[config.mk]
export PLATFORM = sky130hd
export DESIGN_NAME = pit_timer
export DESIGN_NICKNAME = d
export VERILOG_FILES = /design/src/rtl/pit_pkg.sv /design/src/rtl/pit_regs.sv /design/src/rtl/pit_route.sv /design/src/rtl/pit_fsm.sv /design/src/rtl/pit_timer.sv
export SDC_FILE = /design/constraint.sdc
export NUM_CORES = 1
export LEC_CHECK = 0
export BUFFER_PORTS_ARGS = -buffer_cell sky130_fd_sc_hd__buf_2
export CORE_MARGIN = 8
export CORE_UTILIZATION = 40
export CTS_CLUSTER_DIAMETER = 150
export DETAILED_ROUTE_END_ITERATION = 12
export PLACE_DENSITY_LB_ADDON = 0.3
export RECOVER_POWER = 100
export SYNTH_ARGS = -nofsm -noshare
export SYNTH_HDL_FRONTEND = slang
export SYNTH_SLANG_ARGS = --single-unit
[constraint.sdc]
create_clock -name clk -period 2.5 [get_ports clk]
set_input_delay 0.5 -clock clk [delete_from_list [all_inputs] [get_ports clk]]
set_output_delay 0.5 -clock clk [all_outputs]
set_load 0.02 [all_outputs]
[src/rtl/pit_pkg.sv]
package pit_pkg;

    typedef enum logic [0:0] {
        ST_IDLE = 1'b0,
        ST_RUN  = 1'b1
    } pit_state_e;

    localparam logic [7:0] OFS_CTRL   = 8'h00;
    localparam logic [7:0] OFS_RELOAD = 8'h10;
    localparam logic [7:0] OFS_COUNT  = 8'h14;
    localparam logic [7:0] OFS_BUSPD  = 8'h18;

    localparam int EN_BIT   = 26;
    localparam int PRIO_LSB = 20;
    localparam int PRIO_W   = 4;
    localparam int VEC_LSB  = 12;
    localparam int VEC_W    = 8;

endpackage

[src/rtl/pit_regs.sv]
module pit_regs
    import pit_pkg::*;
#(
    parameter int ADDR_W        = 8,
    parameter int DATA_W        = 32,
    parameter int CNT_W         = 32,
    parameter int BUS_PERIOD_NS = 20
) (
    input  logic                clk,
    input  logic                rst_n,
    input  logic [ADDR_W-1:0]   addr,
    input  logic [DATA_W-1:0]   wdata,
    input  logic                we,
    input  logic [CNT_W-1:0]    count_val,
    output logic [DATA_W-1:0]   rdata,
    output logic                en_q,
    output logic [PRIO_W-1:0]   prio_q,
    output logic [VEC_W-1:0]    vec_q,
    output logic [CNT_W-1:0]    reload_q
);

    localparam logic [ADDR_W-1:0] A_CTRL   = ADDR_W'(OFS_CTRL);
    localparam logic [ADDR_W-1:0] A_RELOAD = ADDR_W'(OFS_RELOAD);
    localparam logic [ADDR_W-1:0] A_COUNT  = ADDR_W'(OFS_COUNT);
    localparam logic [ADDR_W-1:0] A_BUSPD  = ADDR_W'(OFS_BUSPD);

    logic wr_ctrl;
    logic wr_reload;

    assign wr_ctrl   = we && (addr == A_CTRL);
    assign wr_reload = we && (addr == A_RELOAD);

    always_ff @(posedge clk) begin
        if (!rst_n) begin
            en_q     <= 1'b0;
            prio_q   <= '0;
            vec_q    <= '0;
            reload_q <= '0;
        end else begin
            if (wr_ctrl) begin
                en_q   <= wdata[EN_BIT];
                prio_q <= wdata[PRIO_LSB +: PRIO_W];
                vec_q  <= wdata[VEC_LSB +: VEC_W];
            end
            if (wr_reload) begin
                reload_q <= wdata[CNT_W-1:0];
            end
        end
    end

    always_comb begin
        rdata = '0;
        case (addr)
            A_CTRL: begin
                rdata[EN_BIT]              = en_q;
                rdata[PRIO_LSB +: PRIO_W]  = prio_q;
                rdata[VEC_LSB +: VEC_W]    = vec_q;
            end
            A_RELOAD: rdata = DATA_W'(reload_q);
            A_COUNT:  rdata = DATA_W'(count_val);
            A_BUSPD:  rdata = DATA_W'(BUS_PERIOD_NS);
            default:  rdata = '0;
        endcase
    end

endmodule

[src/rtl/pit_route.sv]
module pit_route
    import pit_pkg::*;
#(
    parameter bit COMPAT_MODE = 1'b0
) (
    input  logic [PRIO_W-1:0] prio,
    input  logic [VEC_W-1:0]  vec,
    output logic [VEC_W-1:0]  irq_vector,
    output logic [PRIO_W-1:0] irq_prio
);

    assign irq_prio = prio;

    generate
        if (COMPAT_MODE) begin : g_folded
            logic [VEC_W-3:0] low_bits;
            assign low_bits   = vec[VEC_W-3:0] | {prio, 2'b00};
            assign irq_vector = {2'b01, low_bits};
        end else begin : g_direct
            assign irq_vector = vec;
        end
    endgenerate

endmodule

[src/rtl/pit_fsm.sv]
module pit_fsm
    import pit_pkg::*;
#(
    parameter int CNT_W = 32
) (
    input  logic             clk,
    input  logic             rst_n,
    input  logic             en,
    input  logic [CNT_W-1:0] reload,
    output logic [CNT_W-1:0] count_q,
    output logic             fire_q,
    output pit_state_e       state_o
);

    pit_state_e       st_q;
    pit_state_e       st_nx;
    logic [CNT_W-1:0] eff_period;

    assign eff_period = (reload == '0) ? CNT_W'(1) : reload;
    assign state_o    = st_q;

    always_comb begin
        st_nx = st_q;
        unique case (st_q)
            ST_IDLE: if (en)  st_nx = ST_RUN;
            ST_RUN:  if (!en) st_nx = ST_IDLE;
        endcase
    end

    always_ff @(posedge clk) begin
        if (!rst_n) st_q <= ST_IDLE;
        else        st_q <= st_nx;
    end

    always_ff @(posedge clk) begin
        if (!rst_n) begin
            count_q <= '0;
            fire_q  <= 1'b0;
        end else begin
            fire_q <= 1'b0;
            unique case (st_q)
                ST_IDLE: begin
                    if (en) count_q <= eff_period;
                end
                ST_RUN: begin
                    if (en) begin
                        if (count_q == CNT_W'(1)) begin
                            count_q <= eff_period;
                            fire_q  <= 1'b1;
                        end else begin
                            count_q <= count_q - CNT_W'(1);
                        end
                    end
                end
            endcase
        end
    end

endmodule

[src/rtl/pit_timer.sv]
module pit_timer
    import pit_pkg::*;
#(
    parameter int ADDR_W        = 8,
    parameter int DATA_W        = 32,
    parameter int CNT_W         = 32,
    parameter int BUS_PERIOD_NS = 20,
    parameter bit COMPAT_MODE   = 1'b0
) (
    input  logic              clk,
    input  logic              rst_n,
    input  logic [ADDR_W-1:0] reg_addr,
    input  logic [DATA_W-1:0] reg_wdata,
    input  logic              reg_we,
    output logic [DATA_W-1:0] reg_rdata,
    output logic              irq_pulse,
    output logic [7:0]        irq_vector,
    output logic [3:0]        irq_prio
);

    logic              en_w;
    logic [PRIO_W-1:0] prio_w;
    logic [VEC_W-1:0]  vec_w;
    logic [CNT_W-1:0]  reload_w;
    logic [CNT_W-1:0]  count_w;
    logic              fire_w;
    pit_state_e        state_w;

    pit_regs #(
        .ADDR_W        (ADDR_W),
        .DATA_W        (DATA_W),
        .CNT_W         (CNT_W),
        .BUS_PERIOD_NS (BUS_PERIOD_NS)
    ) u_regs (
        .clk       (clk),
        .rst_n     (rst_n),
        .addr      (reg_addr),
        .wdata     (reg_wdata),
        .we        (reg_we),
        .count_val (count_w),
        .rdata     (reg_rdata),
        .en_q      (en_w),
        .prio_q    (prio_w),
        .vec_q     (vec_w),
        .reload_q  (reload_w)
    );

    pit_fsm #(
        .CNT_W (CNT_W)
    ) u_fsm (
        .clk     (clk),
        .rst_n   (rst_n),
        .en      (en_w),
        .reload  (reload_w),
        .count_q (count_w),
        .fire_q  (fire_w),
        .state_o (state_w)
    );

    pit_route #(
        .COMPAT_MODE (COMPAT_MODE)
    ) u_route (
        .prio       (prio_w),
        .vec        (vec_w),
        .irq_vector (irq_vector),
        .irq_prio   (irq_prio)
    );

    assign irq_pulse = fire_w & en_w;

endmodule

==> run summary <==
The clock sink count is 79. The via count of the first global-routing pass was 4443. The multi-input gate area in the final layout is 2430 um2. The clock reaches the later pin of the worst-skew pair after 370 ps.

The count of standard-cell rows is 37. The share of total power dissipated in sequential elements is 0.524. The max-slew violation total from the final report came out at 0. The root buffer cell is sky130_fd_sc_hd__clkbuf_8.

The number of nets in the finished design is 700. The placed wire-length estimate is 10000 um. The cell family with the largest share of critical-path delay is simple AND/OR/NAND/NOR gates. Synthesis instantiated 54 different standard cells from the library. The number of nets in the synthesized netlist is 584.

The sequential element share of the synthesized area came out at 0.373. The relative slew slack is 0.528. The final hold violation count is 0. The tool flagged a number of max-cap violations equal to 0. The overall routing resource usage came out at 0.188.

The most common cell in the synthesized netlist is sky130_fd_sc_hd__nand2_1. The antenna diode count came out at 0. The number of warnings issued by yosys came out at 0. The library cell contributing the largest single delay on the critical path is sky130_fd_sc_hd__or4_4. The tightest min-delay check is of the in2reg type. Using the TritonRoute via totals, the vias-per-cell ratio works out to 5.58.

The area overhead of the layout relative to synthesis is 25.5%. The starting utilization of the core area came out at 0.410. Summing all flip-flop and latch instances after layout gives 1580 um2. The most used flip-flop cell after synthesis is sky130_fd_sc_hd__dfxtp_1. In the final routed layout, each cell accounts on average for 16.8 um. The area share of the leading cell type in the synthesized netlist came out at 0.373.

The via count of the routed design is 4442. Of the total power, the share spent switching nets is 0.239. The met1 track utilization from global routing came out at 0.229. The minimum setup slack in the final design is 72.7 ps.

The data arrival at the endpoint of the critical path came out at 2690 ps. The largest total area in the synthesized netlist belongs to sky130_fd_sc_hd__dfxtp_1. The total iterations of the first detailed-routing run came out at 8. In this run the worst setup path begins at u_fsm.count_q[12]. The largest net degree at the start of global routing came out at 57.

The number of antenna violations at the first check in global routing came out at 0. The total overflow left after global routing is 0. The flow ran to the end, and the final reports show no timing, DRC or antenna violations. The mean cell area of the mapped netlist is 7.86 um2.

The number of hold buffers added after CTS is 0. The minimum period implied by the final worst setup slack came out at 2430 ps. The endpoint of the most critical register-to-register path is u_fsm.count_q[25].

The net switching component of the power is 0.574 mW. The required time at the endpoint of the critical path is 2760 ps. Ranked by total cell area, the synthesized netlist is headed by sky130_fd_sc_hd__dfxtp_1 (37%), sky130_fd_sc_hd__nand2_1 (11%), sky130_fd_sc_hd__a21boi_0 (8.7%), sky130_fd_sc_hd__a22o_1 (3.7%), sky130_fd_sc_hd__a222oi_1 (3.1%).

The setup check on the worst reg-to-reg path leaves a slack of 70 ps. The congestion estimate from routability-driven global placement came to 0.884. TritonCTS built the clock tree. For met2 alone, demand over resource in global routing was 0.326.

The maximum frequency from static timing analysis is 0.412 GHz. The die boundary height came out at 119 um. The hold path startpoint is reg_wdata[24]. Setup violations remaining at the end of the flow were counted as 0. The number of remaining DRC errors came out at 0. The DRC marker count from the first detailed-route iteration came out at 350. The period utilization came out at 0.971. The total core area is 10300 um2. The launching point of the worst reg2reg path is u_fsm.count_q[12]. The share of total power dissipated in combinational logic is 0.042.

The total stage count of the critical path came out at 6. The critical path launch point type is a register. Synthesis handed over a netlist of 539 instances. The maximum root-to-sink buffer count is 2. The power density over cell area is 452 nW/um2. The count of port buffers added during placement came out at 87. The clock edge transition at the registers on the reported setup and hold paths came out at 90 ps. 88 I/O pins were placed. Counting both buffers and inverters, the worst setup path holds a total of 0. After synthesis, the most frequently instantiated cells are sky130_fd_sc_hd__nand2_1 (125), sky130_fd_sc_hd__dfxtp_1 (79), sky130_fd_sc_hd__a21boi_0 (49). Wires add up to 13400 um.

The synthesized cell area is 4240 um2. The floorplan step set the die width to 119 um. The path depth of the worst reg2reg path came out at 6.

In the final layout, the share of cells above drive strength 1 is 0.232. The endpoint class of the critical path is a register. The H-tree depth reported by CTS is 3. The largest driver fanout on the critical path came out at 8. The fraction of synthesis flops using an asynchronous set or reset pin came out at 0. Across the routed clock network, the largest skew measured is 12.3 ps. The die covers 14100 um2.

The critical path is of the reg2reg type. For the pin with the worst max-slew slack, the measured transition is 708 ps. The number of synthesized flops with an enable pin came out at 0. The analysis attributes to cell leakage a power of 2.26 nW. On the worst path, the slowest cell contributes a delay of 540 ps. The proportion of power drawn by the clock network is 0.434. met2 is the most crowded layer. The largest voltage drop on the vdd net came out at 296 uV.

Prior to clock tree synthesis, the placed netlist has a worst setup slack of 86.7 ps. The met3 usage in global routing came out at 0.0378. The signal on the critical path passes through or4_4 -> or3_4 -> or3_1 -> nand2_8 -> nand2_2 -> a221o_1.

The cell-internal power is 1.83 mW. The first-pass GRT wire length came out at 22100 um. The detail route stage leaves a number of antenna-violating nets equal to 0. The most critical setup path has its endpoint at u_fsm.count_q[25]. In this run, CTS created clock tree buffers numbering 9. The synthesized design contains 79 register bits.

The final sum of negative setup slack is 0 ps. The count of filler cells inserted in the layout is 1029.
## cell usage in the layout, fill, tap and decap left out, types with 3 or more instances in the layout
master / count
sky130_fd_sc_hd__nor2_1: 31
sky130_fd_sc_hd__a22o_1: 18
sky130_fd_sc_hd__clkbuf_2: 28
sky130_fd_sc_hd__xor2_1: 3
sky130_fd_sc_hd__buf_4: 46
sky130_fd_sc_hd__nand4_1: 6
sky130_fd_sc_hd__buf_2: 47
sky130_fd_sc_hd__a221o_1: 12
sky130_fd_sc_hd__o31ai_1: 3
sky130_fd_sc_hd__nor4_1: 17
sky130_fd_sc_hd__a21oi_1: 12
sky130_fd_sc_hd__or3_1: 6
sky130_fd_sc_hd__nand2b_1: 3
sky130_fd_sc_hd__clkbuf_8: 11
sky130_fd_sc_hd__clkbuf_1: 16
sky130_fd_sc_hd__xnor2_1: 5
sky130_fd_sc_hd__nand2_1: 125
sky130_fd_sc_hd__nor3_1: 15
sky130_fd_sc_hd__nand3_1: 7
sky130_fd_sc_hd__nor3_2: 3
sky130_fd_sc_hd__buf_12: 3
sky130_fd_sc_hd__a21boi_0: 49
sky130_fd_sc_hd__dfxtp_1: 79
sky130_fd_sc_hd__a31oi_1: 5
sky130_fd_sc_hd__inv_1: 18
sky130_fd_sc_hd__a222oi_1: 13
sky130_fd_sc_hd__o211ai_1: 5
sky130_fd_sc_hd__and2_0: 3
sky130_fd_sc_hd__or4_1: 4
sky130_fd_sc_hd__o21ai_0: 25
## tightest hold or removal path, delay by kind of cell
family          cells  cell delay (ps)
compound gates      1               60
buf+inv             1               90
simple gates        1               40
## logic make-up (layout without fill, tap and decap cells)
logic type,Yosys count,in the layout,share of synthesized area
AO/OA/AOI/OAI,157,157,0.279
buffers and inverters,54,175,0.0585
XOR/XNOR,8,8,0.0165
AND/OR/NAND/NOR,238,238,0.265
adder cells (fa/ha/maj),2,2,0.00590
multiplexers,1,1,0.00236
flip-flops,79,79,0.373
## registers in the layout (all words and copies together) (netlist names)
signal and flops:
u_fsm.fire_q 1, u_regs.prio_q 4, u_regs.en_q 1, u_fsm.state_o 1, u_regs.vec_q 8, u_fsm.count_q 32, u_regs.reload_q 32
## area by class of cell
class | count | area share
clock buffers | 11 | 0.0285
multi-input cells | 406 | 0.457
inverters | 18 | 0.0127
clock inverters | 5 | 0.0120
repair buffers | 141 | 0.160
flip-flops and latches | 79 | 0.297
well taps | 136 | 0.0320
## per-layer routing
metal / share of wire / vias to the layer above
met1: 0.44 / 2102
met5: 0 / -
met4: 0.016 / 0
li1: - / 2187
met2: 0.49 / 139
met3: 0.059 / 14
## power by group through the flow
stage | clock network (mW) | logic (mW) | registers (mW)
after global routing | 1.11 | 0.110 | 1.26
after detailed placement | 0 | 0.0996 | 1.29
after floorplan | 0 | 0.0408 | 1.29
after CTS | 1.07 | 0.0999 | 1.26
final | 1.04 | 0.100 | 1.26
after global placement | 0 | 0.0981 | 1.29
## what timing repair did
item,4_1_cts,5_1_grt
gates resized for setup,0,3
buffers inserted,0,1
setup endpoints to repair,0,13
## stage by stage
| stage | utilization | area (um2) | cells | power (mW) | hold WS (ps) |
|---|---|---|---|---|---|
| finish | 0.515 | 5320 | 796 | 2.40 | 366 |
| detailed placement | 0.497 | 5130 | 779 | 1.39 | 476 |
| global route | 0.515 | 5320 | 796 | 2.48 | 370 |
| global placement | 0.497 | 5130 | 779 | 1.39 | 472 |
| CTS | 0.518 | 5350 | 795 | 2.42 | 354 |
| floorplan | - | 4240 | 539 | 1.33 | 458 |
## worst min path at each step
stage,end,cells past startpoint,slack (ps)
3_5_place_dp,u_regs.vec_q[2],2,480
5_1_grt,u_regs.reload_q[10],3,370
6_report,u_regs.reload_q[24],3,370
2_1_floorplan,u_fsm.count_q[8],2,460
3_3_place_gp,u_regs.vec_q[5],2,470
4_1_cts,u_regs.reload_q[24],3,350
(Power assumes the default switching activity.)
